`config.mk`:
```
export PLATFORM = sky130hd
export DESIGN_NAME = phase_step_ctrl
export DESIGN_NICKNAME = d
export VERILOG_FILES = /design/src/rtl/phstep_pkg.sv /design/src/rtl/phstep_in_reg.sv /design/src/rtl/phstep_seq.sv /design/src/rtl/phstep_tap_bank.sv /design/src/rtl/phase_step_ctrl.sv
export SDC_FILE = /design/constraint.sdc
export NUM_CORES = 1
export LEC_CHECK = 0
export ABC_AREA = 1
export BUFFER_PORTS_ARGS = -buffer_cell sky130_fd_sc_hd__buf_2
export CAP_MARGIN = 5
export CORE_MARGIN = 2
export CORE_UTILIZATION = 55
export CTS_CLUSTER_SIZE = 30
export DETAILED_ROUTE_END_ITERATION = 7
export PLACE_DENSITY = 0.85
export SYNTH_ARGS = -nofsm -noshare
export SYNTH_HDL_FRONTEND = slang
export SYNTH_SLANG_ARGS = --single-unit
```
`constraint.sdc`:
```
create_clock -name scan_clk -period 2.1 [get_ports scan_clk]
set_clock_uncertainty 0.1 [all_clocks]
set_input_delay 0.525 -clock scan_clk [delete_from_list [all_inputs] [get_ports scan_clk]]
set_output_delay 0.525 -clock scan_clk [all_outputs]
set_load 0.1 [all_outputs]
```
`src/rtl/phstep_pkg.sv`:
```
package phstep_pkg;

  typedef enum logic [0:0] {
    SEQ_IDLE = 1'b0,
    SEQ_BUSY = 1'b1
  } seq_state_t;

  localparam int SEL_CODE_ALL_OUT = 0;
  localparam int SEL_CODE_FB      = 1;
  localparam int SEL_CODE_OUT0    = 2;

endpackage

```
`src/rtl/phstep_in_reg.sv`:
```
module phstep_in_reg #(
  parameter int SEL_W = 4
) (
  input  logic             clk,
  input  logic             rst_n,
  input  logic             step_req,
  input  logic [SEL_W-1:0] cnt_sel,
  input  logic             step_dir,
  output logic [SEL_W-1:0] sel_q,
  output logic             dir_q,
  output logic             req_rise
);

  logic             req_q, req_prev_q;
  logic             req_d, req_prev_d;
  logic [SEL_W-1:0] sel_d;
  logic             dir_d;

  always_comb begin
    req_d      = step_req;
    req_prev_d = req_q;
    sel_d      = cnt_sel;
    dir_d      = step_dir;
  end

  always_ff @(posedge clk or negedge rst_n) begin
    if (!rst_n) begin
      req_q      <= 1'b0;
      req_prev_q <= 1'b0;
      sel_q      <= '0;
      dir_q      <= 1'b0;
    end else begin
      req_q      <= req_d;
      req_prev_q <= req_prev_d;
      sel_q      <= sel_d;
      dir_q      <= dir_d;
    end
  end

  assign req_rise = req_q & ~req_prev_q;

endmodule

```
`src/rtl/phstep_seq.sv`:
```
module phstep_seq
  import phstep_pkg::*;
#(
  parameter int SEL_W  = 4,
  parameter int SETTLE = 2
) (
  input  logic             clk,
  input  logic             rst_n,
  input  logic             req_rise,
  input  logic [SEL_W-1:0] sel_q,
  input  logic             dir_q,
  output logic             apply,
  output logic [SEL_W-1:0] cmd_sel,
  output logic             cmd_dir,
  output logic             done
);

  localparam int CNT_W = (SETTLE > 1) ? $clog2(SETTLE) : 1;

  seq_state_t       state_q, state_d;
  logic [CNT_W-1:0] cnt_q, cnt_d;
  logic [SEL_W-1:0] cmd_sel_d;
  logic             cmd_dir_d;

  always_comb begin
    state_d   = state_q;
    cnt_d     = cnt_q;
    cmd_sel_d = cmd_sel;
    cmd_dir_d = cmd_dir;
    apply     = 1'b0;
    case (state_q)
      SEQ_IDLE: begin
        if (req_rise) begin
          state_d   = SEQ_BUSY;
          cnt_d     = CNT_W'(SETTLE - 1);
          cmd_sel_d = sel_q;
          cmd_dir_d = dir_q;
        end
      end
      SEQ_BUSY: begin
        if (cnt_q == '0) begin
          apply   = 1'b1;
          state_d = SEQ_IDLE;
        end else begin
          cnt_d = cnt_q - CNT_W'(1);
        end
      end
      default: state_d = SEQ_IDLE;
    endcase
  end

  always_ff @(posedge clk or negedge rst_n) begin
    if (!rst_n) begin
      state_q <= SEQ_IDLE;
      cnt_q   <= '0;
      cmd_sel <= '0;
      cmd_dir <= 1'b0;
    end else begin
      state_q <= state_d;
      cnt_q   <= cnt_d;
      cmd_sel <= cmd_sel_d;
      cmd_dir <= cmd_dir_d;
    end
  end

  assign done = (state_q == SEQ_IDLE);

endmodule

```
`src/rtl/phstep_tap_bank.sv`:
```
module phstep_tap_bank
  import phstep_pkg::*;
#(
  parameter int NUM_OUT = 10,
  parameter int TAP_W   = 3,
  parameter int SEL_W   = 4
) (
  input  logic                     clk,
  input  logic                     rst_n,
  input  logic                     apply,
  input  logic [SEL_W-1:0]         cmd_sel,
  input  logic                     cmd_dir,
  output logic [TAP_W-1:0]         tap_fb,
  output logic [NUM_OUT*TAP_W-1:0] tap_out
);

  localparam logic [SEL_W-1:0] CODE_ALL = SEL_W'(SEL_CODE_ALL_OUT);
  localparam logic [SEL_W-1:0] CODE_FB  = SEL_W'(SEL_CODE_FB);

  // Feedback counter tap
  logic             fb_hit;
  logic [TAP_W-1:0] fb_q, fb_d;

  always_comb begin
    fb_hit = apply && (cmd_sel == CODE_FB);
    fb_d   = fb_q;
    if (fb_hit) fb_d = cmd_dir ? fb_q + TAP_W'(1) : fb_q - TAP_W'(1);
  end

  always_ff @(posedge clk or negedge rst_n) begin
    if (!rst_n) fb_q <= '0;
    else        fb_q <= fb_d;
  end

  assign tap_fb = fb_q;

  // Output counter taps
  for (genvar i = 0; i < NUM_OUT; i++) begin : g_out
    localparam logic [SEL_W-1:0] CODE_ME = SEL_W'(SEL_CODE_OUT0 + i);
    logic             hit;
    logic [TAP_W-1:0] t_q, t_d;

    always_comb begin
      hit = apply && ((cmd_sel == CODE_ALL) || (cmd_sel == CODE_ME));
      t_d = t_q;
      if (hit) t_d = cmd_dir ? t_q + TAP_W'(1) : t_q - TAP_W'(1);
    end

    always_ff @(posedge clk or negedge rst_n) begin
      if (!rst_n) t_q <= '0;
      else        t_q <= t_d;
    end

    assign tap_out[i*TAP_W +: TAP_W] = t_q;
  end

endmodule

```
`src/rtl/phase_step_ctrl.sv`:
```
module phase_step_ctrl #(
  parameter int NUM_OUT = 10,
  parameter int TAP_W   = 3,
  parameter int SEL_W   = 4,
  parameter int SETTLE  = 2
) (
  input  logic                     scan_clk,
  input  logic                     rst_n,
  input  logic [SEL_W-1:0]         cnt_sel,
  input  logic                     step_dir,
  input  logic                     step_req,
  output logic                     done,
  output logic [TAP_W-1:0]         tap_fb,
  output logic [NUM_OUT*TAP_W-1:0] tap_out
);

  logic [SEL_W-1:0] sel_q, cmd_sel;
  logic             dir_q, cmd_dir, req_rise, apply;

  phstep_in_reg #(.SEL_W(SEL_W)) u_in (
    .clk      (scan_clk),
    .rst_n    (rst_n),
    .step_req (step_req),
    .cnt_sel  (cnt_sel),
    .step_dir (step_dir),
    .sel_q    (sel_q),
    .dir_q    (dir_q),
    .req_rise (req_rise)
  );

  phstep_seq #(.SEL_W(SEL_W), .SETTLE(SETTLE)) u_seq (
    .clk      (scan_clk),
    .rst_n    (rst_n),
    .req_rise (req_rise),
    .sel_q    (sel_q),
    .dir_q    (dir_q),
    .apply    (apply),
    .cmd_sel  (cmd_sel),
    .cmd_dir  (cmd_dir),
    .done     (done)
  );

  phstep_tap_bank #(.NUM_OUT(NUM_OUT), .TAP_W(TAP_W), .SEL_W(SEL_W)) u_taps (
    .clk      (scan_clk),
    .rst_n    (rst_n),
    .apply    (apply),
    .cmd_sel  (cmd_sel),
    .cmd_dir  (cmd_dir),
    .tap_fb   (tap_fb),
    .tap_out  (tap_out)
  );

endmodule

```
==> flow_summary.toml, run 1 <==
[critical_path]
arrival_ns = 1.28
ff2ff_path_depth = 10
ff2ff_setup_slack_ns = 0.53
crit_slowest_cell = "buf_2"
max_stage_delay_ns = 0.44
endpoint_kind = "output pin"
startpoint = "u_seq.state_q$_DFF_PN0_"
cp_num_buf_inv = 2
worst_setup_path_start_kind = "flop"
cp_top_family = "buffers and inverters"
critPathKind = "flop to output pin"
r2r_start = "u_seq.cmd_dir$_DFFE_PN0P_"
worstPathRequired_ns = 1.47
r2r_end = "u_taps.g_out[3].t_q[2]$_DFFE_PN0P_"
path_max_fanout = 4
crit_chain = "inv_2, buf_2"

[floorplanning]
die-area_sq_um = 4940
die-height_um = 70.3
initial_utilization_pct = 56.3
rows = 24
io_pins = 42
core_sq_um = 4290
die_x_um = 70.3

[clock_tree]
post_cts_buffers = 0
cts_tree = "yes"
cts_buffers = 5
root_buffer = "clkbuf_8"
ctsHoldBuffers = 0
cts.path.max_buffers = 2
cts.sinks = 47
htree_levels = 2
cts_resized = 0
clk_pin_slew_ns = 0.08
insertion_delay_ns = 0.30

[detailed_routing]
wl_per_cell_um = 12.0
dr.pass1.iters = 4
vias_per_cell = 5.06
drt_iter0_drc = 113
post-route-drc-count = 0
vias = 1974
ant_nets = 0
routed_wl_um = 4700

[status]
status = "finished clean"

[yosys]
synth-seq-cells = 47
yosys_warnings = 0
synth-edff-count = 0
yosysSeqAreaShare_pct = 48.7
synth_common_cells = "nand2_1, dfrtp_1, inv_1"
syn_area_sq_um = 2420
netlist_instances = 291
yosysMostFrequentCell = "nand2_1"
synth_top_area_cell = "dfrtp_1"
synth_cell_types = 18
synthDominantCellAreaShare_pct = 48.7
syn_nets = 310
synthArstFlopShare_pct = 100
synth.area.top_cells = "dfrtp_1, nand2_1, fa_1"
synth-main-ff-cell = "dfrtp_1"
syn_area_per_cell_sq_um = 8.30

[global_route]
grt_max_degree = 48
met1_usage_pct = 27.6
antenna_found_initial = 0
grt.busiest_layer = "met2"
grt_pass1_vias = 1909
grt_pass1_wl_um = 8240
grt.overflow.total = 0
track_usage_pct = 21.1
grt_use_met3_pct = 5.34
met2_usage_pct = 33.9

[timing]
final_hold_viol_count = 0
fmax_mhz = 526
rsz0062_at_grt = "false"
slew_headroom_pct = 67.4
fin_crit_sh_pct = 90.6
fin_crit_ns = 1.90
slew_viol_final = 0
finalSetupViolCount = 0
setup_tns_ns = 0
worst_slew_pin_slew_ns = 0.493

[layout]
antenna_cells = 0
fillerInstances = 349
final-seq-area_sq_um = 1180
syn_to_final_growth_pct = 15.1
nets = 358
drive_above_1_share_pct = 16.9
multiInputGateArea_sq_um = 1110

[min_path]
min_path_type = "input port to asynchronous set/reset pin"

[placed_design]
dp_hpwl_um = 3420
routabilityCongestion = 0.823
io_buffers = 41

[run]
drv_cap = 0
==> flip-flops by register name, indices dropped and copies added (netlist names), 3 cells and up <==
name	flops
u_taps.g_out.t_q	30
u_in.sel_q	4
u_seq.cmd_sel	4
u_taps.tap_fb	3
==> layout make-up <==
class | instances | area share (%)
sequential | 47 | 42.3
multi-input combinational | 211 | 39.9
timing repair buffer | 45 | 8.91
inverter | 29 | 3.91
clock buffer | 6 | 2.61
tap | 52 | 2.34
==> worst max path at each step <==
stage | to | cells after the start
4_1_cts | done | 2
2_1_floorplan | u_taps.g_out[4].t_q[2]$_DFFE_PN0P_ | 7
3_3_place_gp | done | 2
6_report | done | 2
5_1_grt | done | 2
3_5_place_dp | done | 2
==> routing by layer <==
layer | part of all wire [%] | up-vias
met5 | 0 | -
met4 | 1.7 | 0
met3 | 4.5 | 9
met2 | 49 | 46
met1 | 45 | 929
li1 | - | 990
==> cells in the final DEF (no fill, tap or decap) <==
| cell | Yosys | final |
|---|---|---|
| nand3b_1 | 10 | 10 |
| dfrtp_1 | 47 | 47 |
| nand2_2 | 1 | 1 |
| inv_1 | 26 | 26 |
| nand3_1 | 20 | 20 |
| nor2_1 | 13 | 13 |
| xnor2_1 | 4 | 4 |
| buf_2 | 4 | 41 |
| inv_2 | 2 | 2 |
| xor2_1 | 2 | 2 |
| clkbuf_1 | 0 | 1 |
| buf_12 | 0 | 1 |
| clkinv_1 | 1 | 1 |
| nand3_2 | 1 | 1 |
| nand2_1 | 132 | 132 |
| o21ai_0 | 7 | 7 |
| fa_1 | 11 | 11 |
| nor2_8 | 1 | 1 |
| nor2_2 | 2 | 2 |
| a21oi_1 | 7 | 7 |
| buf_4 | 0 | 3 |
| clkbuf_8 | 0 | 5 |
==> cell families (layout without fill, tap and decap cells) <==
logic type | after synthesis | in the layout | share of synthesized area [%]
AO/OA/AOI/OAI | 14 | 14 | 2.90
XOR/XNOR | 6 | 6 | 2.18
adder cells (fa/ha/maj) | 11 | 11 | 9.11
buffers and inverters | 33 | 80 | 5.33
flip-flops | 47 | 47 | 48.7
AND/OR/NAND/NOR | 180 | 180 | 31.8
==> through the flow <==
step	std cells	worst slack, ns	util, %	hold WS [ns]	area, sq um
after detailed placement	384	0.522	63.1	0.303	2710
after CTS	390	0.186	64.8	0.101	2780
after global routing	390	0.159	64.8	0.109	2780
after global placement	384	0.532	63.1	0.284	2710
final	390	0.198	64.8	0.0881	2780
after floorplan	291	0.186	-	0.129	2420
Power of run 1 is not shown: default switching activity piles up to over one toggle a cycle in this logic, so the estimate is an artifact.
==> run 2, diff against run 1 <==
--- a/config.mk
+++ b/config.mk
@@ -12,7 +12,7 @@
 export CORE_UTILIZATION = 55
 export CTS_CLUSTER_SIZE = 30
 export DETAILED_ROUTE_END_ITERATION = 7
-export PLACE_DENSITY = 0.85
+export PLACE_DENSITY = 0.78
 export SYNTH_ARGS = -nofsm -noshare
 export SYNTH_HDL_FRONTEND = slang
 export SYNTH_SLANG_ARGS = --single-unit
==> flow_summary.toml, run 2 (synthesized netlist as in run 1, its figures left out) <==
[status]
status = "finished clean"

[detailed_routing]
routed_wl_um = 4500
dr.pass1.iters = 4
vias = 1926
vias_per_cell = 4.90
post-route-drc-count = 0
ant_nets = 0
wl_per_cell_um = 11.5
drt_iter0_drc = 92

[critical_path]
crit_cells = 2
path_max_fanout = 4
ff2ff_path_depth = 6
arrival_ns = 1.28
crit_slowest_cell = "buf_2"
worstPathRequired_ns = 1.47
endpoint_kind = "output pin"
cp_top_family = "buffers and inverters"
max_stage_delay_ns = 0.44
critPathKind = "flop to output pin"
cp_num_buf_inv = 2
worst_setup_path_start_kind = "flop"
ff2ff_setup_slack_ns = 0.51
crit_chain = "inv_2, buf_2"

[layout]
final_common_cell = "nand2_1"
nets = 359
largest_reg_flops = 30
mostFrequentLayoutCells = "nand2_1, dfrtp_1, buf_2, inv_1, nand3_1"
syn_to_final_growth_pct = 15.4
fillerInstances = 383
top_register = "u_taps.g_out.t_q"
drive_above_1_share_pct = 17.6
antenna_cells = 0
top_regs = "u_taps.g_out.t_q: 30 flops, u_in.sel_q: 4 flops, u_seq.cmd_sel: 4 flops"

[placed_design]
io_buffers = 41
routabilityCongestion = 0.902
dp_hpwl_um = 3400

[timing]
worst_slew_pin_slew_ns = 0.497
setup_tns_ns = 0
finalSetupViolCount = 0
whs_ns = 0.0593
final_hold_viol_count = 0
slew_headroom_pct = 67.1
fin_crit_ns = 1.90
fin_crit_sh_pct = 90.7
rsz0062_at_grt = "false"
slew_viol_final = 0
fmax_mhz = 525

[clock_tree]
cts_resized = 0
cts.path.max_buffers = 2
cts.sinks = 47
insertion_delay_ns = 0.29
ctsHoldBuffers = 0
htree_levels = 2
clk_pin_slew_ns = 0.09
cts_buffers = 5
cts_tree = "yes"
post_cts_buffers = 0
root_buffer = "clkbuf_8"

[global_route]
grt_max_degree = 29
grt_pass1_wl_um = 8110
track_usage_pct = 20.4
grt_pass1_vias = 1901
antenna_found_initial = 0
grt.overflow.total = 0

[run]
drv_cap = 0

[floorplanning]
die-height_um = 70.3
die_x_um = 70.3
die-area_sq_um = 4940
io_pins = 42
initial_utilization_pct = 56.3
core_sq_um = 4290
rows = 24

[min_path]
min_path_type = "input port to asynchronous set/reset pin"
## run 2: cell count changes in the layout (fill, tap and decap cells not counted), sizes merged
cell      delta
clkinvlp     +1
clkinv       +1
buf          +1
## run 2: stage by stage
step / cell area (sq um) / util, % / instances / worst slack (ns)
floorplan: 2420 / - / 291 / 0.186
global placement: 2700 / 63.0 / 385 / 0.532
detailed placement: 2700 / 63.0 / 385 / 0.513
CTS: 2790 / 64.9 / 393 / 0.183
global route: 2790 / 64.9 / 393 / 0.148
finish: 2790 / 64.9 / 393 / 0.196
## run 2: routing by layer
metal / GRT usage, % / vias to the layer above / wire length (um)
li1: - / 993 / -
met1: 26.3 / 889 / 2120
met2: 34.8 / 40 / 2170
met3: 4.47 / 4 / 174
met4: 5.13 / 0 / 40
met5: 0 / - / 0
## run 2: path summary, 6_finish.rpt
kind | from | endpoint
min in group scan_clk | step_dir | u_in.dir_q$_DFF_PN0_
max in group asynchronous | rst_n | u_taps.g_out[0].t_q[1]$_DFFE_PN0P_
hold / removal | rst_n | u_taps.g_out[5].t_q[0]$_DFFE_PN0P_
hold reg to reg | u_in.req_prev_d$_DFF_PN0_ | u_in.req_prev_q$_DFF_PN0_
setup reg to reg | u_seq.cmd_dir$_DFFE_PN0P_ | u_taps.g_out[2].t_q[2]$_DFFE_PN0P_
setup / recovery | u_seq.state_q$_DFF_PN0_ | done
## run 2: final cells by class
cell class	count	area [sq um]	area share [%]
clock inverters	2	12.5	0.449
multi-input cells	211	1110	39.8
clock buffers	6	72.6	2.60
well taps	52	65.1	2.33
flip-flops and latches	47	1180	42.2
inverters	29	109	3.90
repair buffers	46	243	8.70
Power of run 2 is left out for the same reason.
